File: src/rtl/bwx_pkg.sv
package bwx_pkg;

   typedef enum logic [2:0] {
      TGT_NONE    = 3'd0,
      TGT_WIN_A   = 3'd1,
      TGT_WIN_B   = 3'd2,
      TGT_EEPROM  = 3'd3,
      TGT_BUSCORE = 3'd4,
      TGT_COMMON  = 3'd5
   } tgt_e;

   typedef enum logic [1:0] {
      LAY_SMALL   = 2'd0,
      LAY_SPLIT   = 2'd1,
      LAY_DUALWIN = 2'd2,
      LAY_BAD     = 2'd3
   } layout_e;

   typedef struct packed {
      tgt_e tgt;
      logic err;
      logic narrow;  // quarter-size core slice of the small layout
      logic agent;   // upper core slice, rebased to the agent block
   } dec_t;

endpackage

File: src/rtl/bwx_win_regs.sv
module bwx_win_regs #(
   parameter int NUM_WIN  = 2,
   parameter int ADDR_W   = 32,
   parameter int WIN_BITS = 12,
   localparam int IDX_W   = (NUM_WIN > 1) ? $clog2(NUM_WIN) : 1,
   localparam int BASE_W  = ADDR_W - WIN_BITS
) (
   input  logic                            clk,
   input  logic                            rst_n,
   input  logic                            wr_en,
   input  logic [IDX_W-1:0]                wr_idx,
   input  logic [ADDR_W-1:0]               wr_data,
   output logic [NUM_WIN-1:0][BASE_W-1:0]  bases
);

   // Only the bits above the window size are stored.
   for (genvar w = 0; w < NUM_WIN; w++) begin : g_win
      logic hit;
      assign hit = wr_en && (wr_idx == IDX_W'(w));
      always_ff @(posedge clk) begin
         if (!rst_n)
            bases[w] <= '0;
         else if (hit)
            bases[w] <= wr_data[ADDR_W-1:WIN_BITS];
      end
   end

endmodule

File: src/rtl/bwx_region_decode.sv
module bwx_region_decode
   import bwx_pkg::*;
#(
   parameter int OFF_W    = 14,
   parameter int WIN_BITS = 12
) (
   input  logic             acc_valid,
   input  logic [1:0]       layout_mode,
   input  logic [OFF_W-1:0] acc_offset,
   output dec_t             dec
);

   localparam int Q_W = OFF_W - WIN_BITS;

   logic [Q_W-1:0] quarter;
   logic           half_bit;
   logic           qtr_bit;

   assign quarter  = acc_offset[OFF_W-1:WIN_BITS];
   assign half_bit = acc_offset[WIN_BITS-1];
   assign qtr_bit  = acc_offset[WIN_BITS-2];

   always_comb begin
      dec = '{tgt: TGT_NONE, err: 1'b0, narrow: 1'b0, agent: 1'b0};
      if (acc_valid) begin
         case (layout_mode)
            LAY_SMALL: begin
               if (quarter == Q_W'(0))
                  dec.tgt = TGT_WIN_A;
               else if (quarter == Q_W'(1)) begin
                  if (!half_bit)
                     dec.tgt = TGT_EEPROM;
                  else begin
                     dec.tgt    = TGT_BUSCORE;
                     dec.narrow = 1'b1;
                     dec.agent  = qtr_bit;
                  end
               end else
                  dec.err = 1'b1;
            end
            LAY_SPLIT, LAY_DUALWIN: begin
               case (quarter)
                  Q_W'(0): dec.tgt = TGT_WIN_A;
                  Q_W'(1): dec.tgt = (layout_mode == LAY_DUALWIN) ? TGT_WIN_B : TGT_EEPROM;
                  Q_W'(2): dec.tgt = TGT_BUSCORE;
                  default: dec.tgt = TGT_COMMON;
               endcase
            end
            default: dec.err = 1'b1;
         endcase
      end
   end

endmodule

File: src/rtl/bwx_addr_compose.sv
module bwx_addr_compose
   import bwx_pkg::*;
#(
   parameter int NUM_WIN  = 2,
   parameter int ADDR_W   = 32,
   parameter int OFF_W    = 14,
   parameter int WIN_BITS = 12,
   localparam int BASE_W  = ADDR_W - WIN_BITS
) (
   input  dec_t                            dec,
   input  logic [OFF_W-1:0]                acc_offset,
   input  logic [NUM_WIN-1:0][BASE_W-1:0]  bases,
   output logic [ADDR_W-1:0]               xlat_addr
);

   logic [WIN_BITS-1:0] local_off;
   logic [WIN_BITS-1:0] core_off;

   assign local_off = acc_offset[WIN_BITS-1:0];
   // The small layout folds the agent slice up to the top quarter of the core.
   assign core_off  = dec.narrow ? {dec.agent, dec.agent, acc_offset[WIN_BITS-3:0]}
                                 : local_off;

   always_comb begin
      case (dec.tgt)
         TGT_WIN_A:              xlat_addr = {bases[0], local_off};
         TGT_WIN_B:              xlat_addr = {bases[1], local_off};
         TGT_EEPROM, TGT_COMMON: xlat_addr = {{BASE_W{1'b0}}, local_off};
         TGT_BUSCORE:            xlat_addr = {{BASE_W{1'b0}}, core_off};
         default:                xlat_addr = '0;
      endcase
   end

endmodule

File: src/rtl/bar_window_xlate.sv
module bar_window_xlate
   import bwx_pkg::*;
#(
   parameter int NUM_WIN  = 2,
   parameter int ADDR_W   = 32,
   parameter int OFF_W    = 14,
   parameter int WIN_BITS = 12,
   localparam int IDX_W   = (NUM_WIN > 1) ? $clog2(NUM_WIN) : 1,
   localparam int BASE_W  = ADDR_W - WIN_BITS
) (
   input  logic              clk,
   input  logic              rst_n,
   input  logic              acc_valid,
   input  logic [OFF_W-1:0]  acc_offset,
   input  logic [1:0]        layout_mode,
   input  logic              wr_en,
   input  logic [IDX_W-1:0]  wr_idx,
   input  logic [ADDR_W-1:0] wr_data,
   output logic [2:0]        tgt_sel,
   output logic [ADDR_W-1:0] xlat_addr,
   output logic              range_err
);

   if (NUM_WIN != 2) begin : g_bad_nwin
      $error("bar_window_xlate: the layouts use exactly two windows");
   end
   if (OFF_W != WIN_BITS + 2) begin : g_bad_off
      $error("bar_window_xlate: aperture must be four windows wide");
   end
   if (WIN_BITS < 4) begin : g_bad_win
      $error("bar_window_xlate: window too small for the core slices");
   end
   if (ADDR_W <= WIN_BITS) begin : g_bad_addr
      $error("bar_window_xlate: backplane narrower than a window");
   end

   logic [NUM_WIN-1:0][BASE_W-1:0] bases;
   dec_t                           dec;

   bwx_win_regs #(
      .NUM_WIN (NUM_WIN),
      .ADDR_W  (ADDR_W),
      .WIN_BITS(WIN_BITS)
   ) u_regs (
      .clk    (clk),
      .rst_n  (rst_n),
      .wr_en  (wr_en),
      .wr_idx (wr_idx),
      .wr_data(wr_data),
      .bases  (bases)
   );

   bwx_region_decode #(
      .OFF_W   (OFF_W),
      .WIN_BITS(WIN_BITS)
   ) u_dec (
      .acc_valid  (acc_valid),
      .layout_mode(layout_mode),
      .acc_offset (acc_offset),
      .dec        (dec)
   );

   bwx_addr_compose #(
      .NUM_WIN (NUM_WIN),
      .ADDR_W  (ADDR_W),
      .OFF_W   (OFF_W),
      .WIN_BITS(WIN_BITS)
   ) u_comp (
      .dec       (dec),
      .acc_offset(acc_offset),
      .bases     (bases),
      .xlat_addr (xlat_addr)
   );

   assign tgt_sel   = dec.tgt;
   assign range_err = dec.err;

endmodule

File: config.mk
export PLATFORM = sky130hd
export DESIGN_NAME = bar_window_xlate
export DESIGN_NICKNAME = d
export VERILOG_FILES = /design/src/rtl/bwx_pkg.sv /design/src/rtl/bwx_win_regs.sv /design/src/rtl/bwx_region_decode.sv /design/src/rtl/bwx_addr_compose.sv /design/src/rtl/bar_window_xlate.sv
export SDC_FILE = /design/constraint.sdc
export NUM_CORES = 1
export LEC_CHECK = 0
export ABC_CLOCK_PERIOD_IN_PS = 1540
export BUFFER_PORTS_ARGS = -buffer_cell sky130_fd_sc_hd__buf_2
export CAP_MARGIN = 20
export CORE_MARGIN = 2
export CORE_UTILIZATION = 49
export DETAILED_ROUTE_END_ITERATION = 16
export PLACE_DENSITY_LB_ADDON = 0.12
export RECOVER_POWER = 50
export SLEW_MARGIN = 0
export SYNTH_ARGS = -nofsm -noshare
export SYNTH_HDL_FRONTEND = slang
export SYNTH_SLANG_ARGS = --single-unit
export TNS_END_PERCENT = 1
File: constraint.sdc
create_clock -name clk -period 1.54 [get_ports clk]
set_input_delay 0.154 -clock clk [delete_from_list [all_inputs] [get_ports clk]]
set_output_delay 0.154 -clock clk [all_outputs]
set_load 0.02 [all_outputs]
==> impl_metrics.tcl <==
set metrics [dict create \
    async_flop_share 0 \
    setup_ws_ns -0.0791 \
    cts_buffers 5 \
    setup_viol 21 \
    clk_latency_ns 0.30 \
    fin_crit_ns 1.62 \
    area.growth.synth_to_final_pct 35.9 \
    path_clk_slew_ns 0.09 \
    maxSlewViolCount 0 \
    tns_ns -0.829 \
    synth_enable_flop_cells 0 \
    cts_tree "done" \
    crit_required_ns 1.39 \
    synth.distinct_cells 29 \
    initial_core_util 0.505 \
    grt_max_degree 41 \
    ys_warn_count 0 \
    largest_reg_flops 40 \
    r2r_end "u_regs.bases[2]$_SDFFE_PN0P_" \
    yosysTopAreaCellShare 0.336 \
    rr_worst_depth 2 \
    worstHoldStart "wr_data[12]" \
    cellPowerDensity_mw_per_mm2 774 \
    hpwl_um 4670 \
    grt_remaining_overflow 0 \
    port-buffer-count 76 \
    drtPass1Iterations 4 \
    p_leak_nw 1.22 \
    core_mm2 0.00472 \
    finalHoldViolations 0 \
    period_share 1.05 \
    num_vias 2669 \
    post-cts-setup-buffers 0 \
    syn_area_per_cell_um2 7.50 \
    ant_nets 0 \
    min_path_type "in2reg" \
    synth_fp_nets 374 \
    cp.arrival_ns 1.47 \
    gp_congestion 0.903 \
    endpoint_kind "output pin" \
    htree_levels 2 \
    postCtsHoldBufs 0 \
    fmax_mhz 618 \
    holdPathStages 3 \
    r2r-start "u_regs.bases[2]$_SDFFE_PN0P_" \
    io_pins 89 \
    crit_type "in2out" \
    grt_pass1_wl_um 11200 \
    yosysTopAreaCell "dfxtp_1" \
    numPlacedInstances 454 \
    ys_seq_area_frac 0.336 \
    status "finished, violations left" \
    worstMarginPinSlew_ns 1.18 \
    largest_register "u_regs.bases" \
    netlist_instances 318 \
    gr-usage-all-layers 0.269 \
    layout.cells.non_filler 463 \
    drive_gt1_frac 0.321 \
    rows 25 \
    hold_end "u_regs.bases[0]$_SDFFE_PN0P_" \
    synth_ff_type "dfxtp_1" \
    cts.sinks 40 \
    slew_headroom 0.212 \
    diodes 0 \
    die_area_mm2 0.00544 \
    ir_drop_v 0.000525 \
    violations "negative setup slack" \
    die_w_um 73.8 \
    fin_skew_ns 0 \
    syn-cell-area_mm2 0.00239 \
    post_drt_wl_per_cell_um 15.5 \
    rsz0062_at_grt "yes" \
    rrSetupSlack_ns 0.77 \
    ys_ff_latch 40 \
    nNetsFinal 451 \
    cp-start-kind "input port" \
    drt_iter0_markers 176 \
    wl_um 7180 \
    synth_area_leaders "dfxtp_1, nand2_1, a21boi_0, nand4_1, nand3b_1" \
    cts-root-buf "clkbuf_8" \
    top_regs "u_regs.bases: 40 flops" \
    route.detailed.drc 0 \
    grt_pass1_vias 2398 \
    die_y_um 73.8 \
    drv_cap 0 \
    via_per_inst 5.76 \
    clockBufferDepth 2 \
    antenna_found_initial 0 \
    cp_max_fo 8 \
]
## stage by stage
step	power [W]	utilization	area, um2	setup slack, ns	hold slack (ns)
3_3_place_gp	0.00159	0.614	2900	-0.154	0.419
3_5_place_dp	0.00160	0.614	2900	-0.170	0.424
2_1_floorplan	0.00141	-	2390	-0.150	0.299
6_report	0.00251	0.686	3240	-0.0791	0.101
5_1_grt	0.00262	0.686	3240	-0.101	0.110
4_1_cts	0.00251	0.674	3180	-0.0745	0.102
## cell usage after synthesis (all sizes together), types with 2 or more instances
library cell	n
nor2	2
ha	3
a21boi	40
a31oi	20
nand2	82
nor2b	2
nand3b	20
buf	8
dfxtp	40
nand2b	4
nor3b	12
inv	5
nand4	40
and2	2
clkbuf	26
## metal layers
metal | GRT usage | share of wire | vias up
li1 | - | - | 1286
met1 | 0.343 | 0.43 | 1240
met2 | 0.435 | 0.47 | 122
met3 | 0.0494 | 0.070 | 21
met4 | 0.133 | 0.026 | 0
met5 | 0 | 0 | -
## worst max path at each step
| stage | from | end | slack [ns] | cells after the start |
|---|---|---|---|---|
| CTS | layout_mode[1] | xlat_addr[31] | -0.07 | 7 |
| finish | layout_mode[1] | xlat_addr[25] | -0.08 | 7 |
| global placement | layout_mode[0] | xlat_addr[19] | -0.15 | 8 |
| detailed placement | layout_mode[0] | xlat_addr[19] | -0.17 | 7 |
| floorplan | layout_mode[0] | xlat_addr[0] | -0.15 | 7 |
| global route | layout_mode[0] | xlat_addr[26] | -0.10 | 7 |
## cells in the final DEF (no fill, tap or decap), drive strengths merged, types with 2 or more instances in the layout
cell / synthesis / layout
ha: 3 / 3
nand4: 40 / 40
nor3b: 12 / 12
a21boi: 40 / 40
and2: 2 / 2
nor2b: 2 / 2
inv: 5 / 5
nand3b: 20 / 20
nor2: 2 / 2
a31oi: 20 / 20
nand2b: 4 / 4
buf: 8 / 102
clkbuf: 26 / 7
dfxtp: 40 / 40
nand2: 82 / 82
## what timing repair did
| action | in CTS | in global routing |
|---|---|---|
| endpoints found under the setup margin | 33 | 33 |
| pin swaps | 3 | 3 |
| cloned | 1 | 0 |
| gates resized for setup | 38 | 16 |
## cell type report
class / count / area, um2
clock inverter: 3 / 42.5
timing repair buffer: 104 / 684
clock buffer: 5 / 68.8
inverter: 5 / 23.8
fill: 408 / 1480
sequential: 40 / 801
tap: 67 / 83.8
multi-input combinational: 239 / 1540
## critical path, cell delays in order
cell and delay, ns:
buf_8 0.10, inv_4 0.05, ha_4 0.20, a221o_1 0.43
buf_6 0.18, a31oi_1 0.17, buf_4 0.18
## report_power, final
group	internal, W	switching, W	total [W]	leakage [nW]
combinational	0.000214	0.000298	0.000512	0.841
clock	0.000480	0.000403	0.000883	0.0541
sequential	0.00108	0.0000326	0.00111	0.327
## cells by family after synthesis
group           after synthesis  share of synthesized area
flops                        40                      0.336
simple gates                169                      0.376
compound gates               67                      0.200
fa+ha+maj                     3                     0.0157
buf+inv                      39                     0.0729
No activity file was read; power rests on OpenSTA's default activity.
